$ cat src/rtl/irq_ctrl_pkg.sv
// Package irq_ctrl_pkg
// Shared sizes, register offsets and decoded-command types for the
// interrupt status and mask controller.
package irq_ctrl_pkg;
    localparam int unsigned NUM_SRC = 16;
    localparam int unsigned ADDR_W  = 8;
    localparam int unsigned DATA_W  = 32;
    localparam logic [ADDR_W-1:0] STAT_OFS = 8'h70;
    localparam logic [ADDR_W-1:0] MASK_OFS = 8'h74;

    typedef enum logic [1:0] {
        SEL_NONE = 2'd0,
        SEL_STAT = 2'd1,
        SEL_MASK = 2'd2
    } reg_sel_e;

    typedef struct packed {
        logic     stat_wr;
        logic     mask_wr;
        reg_sel_e rd_sel;
    } bus_cmd_t;
endpackage

$ cat src/rtl/irq_reg_decode.sv
// Module irq_reg_decode
// Turns a bus strobe and byte offset into per-register write enables and a
// read selector. Assumes full-offset matching; unknown offsets decode to none.
module irq_reg_decode
    import irq_ctrl_pkg::*;
#(
    parameter int unsigned AW = ADDR_W,
    parameter logic [AW-1:0] STAT_ADDR = STAT_OFS,
    parameter logic [AW-1:0] MASK_ADDR = MASK_OFS
) (
    input  logic          bus_wr,
    input  logic          bus_rd,
    input  logic [AW-1:0] bus_addr,
    output bus_cmd_t      cmd
);
    logic hit_stat;
    logic hit_mask;

    // Address match for each register
    always_comb begin
        hit_stat = (bus_addr == STAT_ADDR);
        hit_mask = (bus_addr == MASK_ADDR);
    end

    // Build the command from the strobes and matches
    always_comb begin
        cmd.stat_wr = bus_wr && hit_stat;
        cmd.mask_wr = bus_wr && hit_mask;
        if (bus_rd && hit_stat)
            cmd.rd_sel = SEL_STAT;
        else if (bus_rd && hit_mask)
            cmd.rd_sel = SEL_MASK;
        else
            cmd.rd_sel = SEL_NONE;
    end
endmodule

$ cat src/rtl/irq_status_reg.sv
// Module irq_status_reg
// Holds the sticky pending bits. A source pulse sets its bit. An acknowledge
// write keeps a bit only when it is set, enabled and written as one.
// A pulse in the acknowledge cycle wins. Assumes pulses are one cycle wide.
module irq_status_reg #(
    parameter int unsigned N = 16
) (
    input  logic         clk,
    input  logic         rst_n,
    input  logic [N-1:0] src_pulse,
    input  logic         ack_wr,
    input  logic [N-1:0] ack_val,
    input  logic [N-1:0] mask_q,
    output logic [N-1:0] status_q,
    output logic [N-1:0] status_d
);
    for (genvar i = 0; i < N; i++) begin : g_bit
        logic keep;

        // Decide whether the held bit survives this cycle
        always_comb begin
            keep = ack_wr ? (status_q[i] & mask_q[i] & ack_val[i]) : status_q[i];
            status_d[i] = src_pulse[i] | keep;
        end

        // Store the next value of this bit
        always_ff @(posedge clk) begin
            if (!rst_n)
                status_q[i] <= 1'b0;
            else
                status_q[i] <= status_d[i];
        end
    end
endmodule

$ cat src/rtl/irq_mask_reg.sv
// Module irq_mask_reg
// Holds the enable mask and produces a one-cycle check pulse when a mask
// write enables a bit that is pending after the same edge.
module irq_mask_reg #(
    parameter int unsigned N = 16
) (
    input  logic         clk,
    input  logic         rst_n,
    input  logic         mask_wr,
    input  logic [N-1:0] wr_val,
    input  logic [N-1:0] status_d,
    output logic [N-1:0] mask_q,
    output logic [N-1:0] mask_d,
    output logic         check_pulse
);
    // Next mask value
    always_comb begin
        mask_d = mask_wr ? wr_val : mask_q;
    end

    // Mask storage
    always_ff @(posedge clk) begin
        if (!rst_n)
            mask_q <= '0;
        else
            mask_q <= mask_d;
    end

    // Check pulse after an enabling mask write
    always_ff @(posedge clk) begin
        if (!rst_n)
            check_pulse <= 1'b0;
        else
            check_pulse <= mask_wr && (|(status_d & wr_val));
    end
endmodule

$ cat src/rtl/irq_stat_mask_ctrl.sv
// Module irq_stat_mask_ctrl
// Top of the interrupt status and mask controller. Decodes the register
// port and keeps the status and mask registers. It drives a registered CPU
// request and registered read data. Assumes one access per cycle and
// ignores the upper half of write data.
module irq_stat_mask_ctrl
    import irq_ctrl_pkg::*;
#(
    parameter int unsigned NUM_SRC_P = NUM_SRC,
    parameter int unsigned ADDR_W_P  = ADDR_W,
    parameter int unsigned DATA_W_P  = DATA_W
) (
    input  logic                 clk,
    input  logic                 rst_n,
    input  logic [NUM_SRC_P-1:0] src_pulse,
    input  logic                 bus_wr,
    input  logic                 bus_rd,
    input  logic [ADDR_W_P-1:0]  bus_addr,
    input  logic [DATA_W_P-1:0]  bus_wdata,
    output logic [DATA_W_P-1:0]  bus_rdata,
    output logic                 cpu_irq,
    output logic                 irq_check
);
    localparam int unsigned PAD_W = DATA_W_P - NUM_SRC_P;

    bus_cmd_t               cmd;
    logic [NUM_SRC_P-1:0]   wr_low;
    logic [NUM_SRC_P-1:0]   status_q;
    logic [NUM_SRC_P-1:0]   status_d;
    logic [NUM_SRC_P-1:0]   mask_q;
    logic [NUM_SRC_P-1:0]   mask_d;
    logic [PAD_W-1:0]       unused_wdata_hi;
    logic [DATA_W_P-1:0]    rd_next;

    // Split write data into used and ignored halves
    always_comb begin
        wr_low          = bus_wdata[NUM_SRC_P-1:0];
        unused_wdata_hi = bus_wdata[DATA_W_P-1:NUM_SRC_P];
    end

    irq_reg_decode #(
        .AW(ADDR_W_P)
    ) dec_i (
        .bus_wr  (bus_wr),
        .bus_rd  (bus_rd),
        .bus_addr(bus_addr),
        .cmd     (cmd)
    );

    irq_status_reg #(
        .N(NUM_SRC_P)
    ) stat_i (
        .clk      (clk),
        .rst_n    (rst_n),
        .src_pulse(src_pulse),
        .ack_wr   (cmd.stat_wr),
        .ack_val  (wr_low),
        .mask_q   (mask_q),
        .status_q (status_q),
        .status_d (status_d)
    );

    irq_mask_reg #(
        .N(NUM_SRC_P)
    ) mask_i (
        .clk        (clk),
        .rst_n      (rst_n),
        .mask_wr    (cmd.mask_wr),
        .wr_val     (wr_low),
        .status_d   (status_d),
        .mask_q     (mask_q),
        .mask_d     (mask_d),
        .check_pulse(irq_check)
    );

    // Registered CPU request from the next-state registers
    always_ff @(posedge clk) begin
        if (!rst_n)
            cpu_irq <= 1'b0;
        else
            cpu_irq <= |(status_d & mask_d);
    end

    // Select read data, zero-extended
    always_comb begin
        unique case (cmd.rd_sel)
            SEL_STAT: rd_next = {{PAD_W{1'b0}}, status_q};
            SEL_MASK: rd_next = {{PAD_W{1'b0}}, mask_q};
            default:  rd_next = '0;
        endcase
    end

    // Read data register
    always_ff @(posedge clk) begin
        if (!rst_n)
            bus_rdata <= '0;
        else
            bus_rdata <= rd_next;
    end
endmodule

$ cat config.mk
export PLATFORM = sky130hd
export DESIGN_NAME = irq_stat_mask_ctrl
export DESIGN_NICKNAME = d
export VERILOG_FILES = /design/src/rtl/irq_ctrl_pkg.sv /design/src/rtl/irq_reg_decode.sv /design/src/rtl/irq_status_reg.sv /design/src/rtl/irq_mask_reg.sv /design/src/rtl/irq_stat_mask_ctrl.sv
export SDC_FILE = /design/constraint.sdc
export NUM_CORES = 1
export LEC_CHECK = 0
export ABC_AREA = 1
export BUFFER_PORTS_ARGS = -buffer_cell sky130_fd_sc_hd__buf_2
export CAP_MARGIN = 30
export CORE_ASPECT_RATIO = 0.9
export CORE_MARGIN = 2
export CORE_UTILIZATION = 54
export CTS_CLUSTER_DIAMETER = 80
export CTS_CLUSTER_SIZE = 12
export DETAILED_ROUTE_END_ITERATION = 6
export PLACE_DENSITY = 0.85
export SYNTH_ARGS = -nofsm -noshare
export SYNTH_HDL_FRONTEND = slang
export SYNTH_SLANG_ARGS = --single-unit
$ cat constraint.sdc
create_clock -name clk -period 3.1 [get_ports clk]
set_input_delay 0.465 -clock clk [delete_from_list [all_inputs] [get_ports clk]]
set_output_delay 0.465 -clock clk [all_outputs]
set_load 0.02 [all_outputs]
==> qor.yml <==
outcome: "finished, final reports clean"
n_antenna_cell: 0
power.share.clock: 0.327
arrival_ns: 2.27
p_int_mw: 0.886
antenna_left: 0
drt_wl_total_um: 6200
numCtsBuffers: 5
power_density_nw_per_um2: 391
clock_latency_ns: 0.31
grt_max_degree: 50
track_usage: 0.232
layout_common_cells: "nand2_1, buf_2, nor2_1"
grt_pass1_wl_um: 10300
place_inst: 523
multiInputGateArea_um2: 1360
wl_per_cell_um: 11.7
coreArea_um2: 4860
crit_chain: "buf_2 -> inv_1 -> nand2_1 -> nor2_4 -> nand3_2 -> buf_4 -> nand2_1 -> o21ai_0 -> nand2_1 -> nand2_1 -> nor2_1 -> nand2_1 -> nor2_1 -> nor2_1"
start_util: 0.561
rows: 24
r2r_slack_ns: 1.83
stdcell_count: 531
reg2reg_from: "mask_i.mask_q[9]"
cts_sinks: 50
cpPeakStageDelay_ns: 0.37
whs_ns: 0.451
postCtsSetupBuffers: 0
combPwrFrac: 0.118
die_h_um: 71.5
path_buf_inv: 3
cts_buffer_depth: 2
crit_slowest_cell: "nand3_2"
seq_area_um2: 1000
hpwl_um: 4360
dieWidth_um: 79.0
cp_common_cell: "nand2_1"
tightest_slew_ns: 0.546
dp_worst_setup_slack_ns: 0.699
syn-instance-count: 409
vias: 2633
fillers: 463
grt_pass1_vias: 2450
slew_headroom: 0.636
dr.pass1.iters: 4
p_sw_mw: 0.319
max-cap-violations: 0
crit_path_max_fanout: 17
cts_root_buf: "clkbuf_8"
hold_viol: 0
fin_ws_ns: 1.02
gp_congestion: 0.823
num-nets-final: 525
mostFrequentLayoutCell: "nand2_1"
die_area_um2: 5640
reg2regPathDepth: 10
rsz0062_at_grt: "no"
routed_via_density: 4.96
drive_gt1_frac: 0.230
end_kind: "flip-flop"
finClkSkew_ns: 0.00618
reg2reg_to: "cpu_irq"
synth_area_per_cell_um2: 6.68
post-route-period-util: 0.673
cts_tree: "built"
yosysUniqueCellTypes: 27
cts.repair.resized: 0
numPortBuffers: 61
p_sw_frac: 0.265
seq_power_share: 0.555
critical_path_cell_count: 14
drcViolationCount: 0
max_freq_mhz: 480
setup-violations-final: 0
power_leakage_nw: 1.52
tns_ns: 0
synth_warnings: 0
worst_ep_required_time_ns: 3.28
crit_family: "simple AND/OR/NAND/NOR gates"
postCtsHoldBufs: 0
synth_seq_cells: 50
path_clk_slew_ns: 0.09
grt-ovfl-total: 0
synth_area_um2: 2730
hp-class: "input pin to flip-flop"
antenna_found_initial: 0
area_growth_pct: 12.9
fin_crit_ns: 2.09
crit_end: "cpu_irq"
h-tree-depth: 2
start_kind: "input pin"
ys_seq_area_frac: 0.366
drtIter0Drc: 175
ir_drop_mv: 0.197
crit_path_start: "bus_addr[7]"
path_class: "input pin to flip-flop"
io_pins: 94
slew_viol_final: 0
## logic make-up after synthesis
family,count (synthesis),share of synthesized area
compound gates,34,0.0779
flops,50,0.366
other cells,1,0.00137
buf+inv,88,0.158
simple gates,236,0.397
## worst min-delay path: stages
cell and delay [ns]:
buf_2 0.09, inv_1 0.07, a31oi_1 0.08
## final cells by class
class | instances | area share
Clock buffer | 7 | 0.0280
Clock inverter | 1 | 0.00162
Inverter | 56 | 0.0682
Multi-Input combinational cell | 286 | 0.440
Sequential cell | 50 | 0.325
Tap cell | 65 | 0.0264
Timing Repair Buffer | 66 | 0.111
## metrics by stage
step	power, mW	cell area, um2	util
4_1_cts	1.21	3080	0.634
2_1_floorplan	0.791	2790	-
6_report	1.21	3080	0.634
3_5_place_dp	0.823	2990	0.615
3_3_place_gp	0.820	2990	0.615
5_1_grt	1.25	3080	0.634
## state kept, by name, indices dropped and copies added (netlist names)
register / flops
cpu_irq: 1
bus_rdata: 16
stat_i.status_q: 16
mask_i.mask_q: 16
mask_i.check_pulse: 1
## synth_stat cells (all sizes together)
cell | count | area [um2]
o21ai | 15 | 75.1
o21a | 1 | 7.51
nand4 | 17 | 106
nor2 | 61 | 255
nand2 | 138 | 556
conb | 1 | 3.75
nand3b | 14 | 105
dfxtp | 50 | 1000
nand3 | 5 | 42.5
buf | 26 | 198
clkbuf | 6 | 22.5
a31oi | 2 | 12.5
inv | 56 | 210
nor3b | 1 | 18.8
a21oi | 16 | 118
## per-layer routing
layer	vias up	GRT usage	share of wire
li1	1333	-	-
met1	1200	0.270	0.43
met2	91	0.411	0.49
met3	9	0.0466	0.068
met4	0	0.107	0.016
met5	-	0	0
## power by group through the flow
stage	Sequential [mW]	Clock (mW)	Combinational, mW
floorplan	0.681	0	0.110
global placement	0.682	0	0.137
detailed placement	0.683	0	0.140
CTS	0.668	0.401	0.141
global route	0.671	0.425	0.158
finish	0.669	0.395	0.142
## worst min-delay path by stage
stage,slack (ns),startpoint,end,depth (start not counted)
after floorplan,0.45,mask_i.mask_q[0],bus_rdata[0],2
after global placement,0.47,mask_i.mask_q[2],bus_rdata[2],2
final,0.45,src_pulse[8],stat_i.status_q[8],3
after CTS,0.45,src_pulse[8],stat_i.status_q[8],3
after global routing,0.47,src_pulse[8],stat_i.status_q[8],3
after detailed placement,0.47,mask_i.mask_q[2],bus_rdata[2],2
Note: power is estimated with default switching activity, not from simulation.
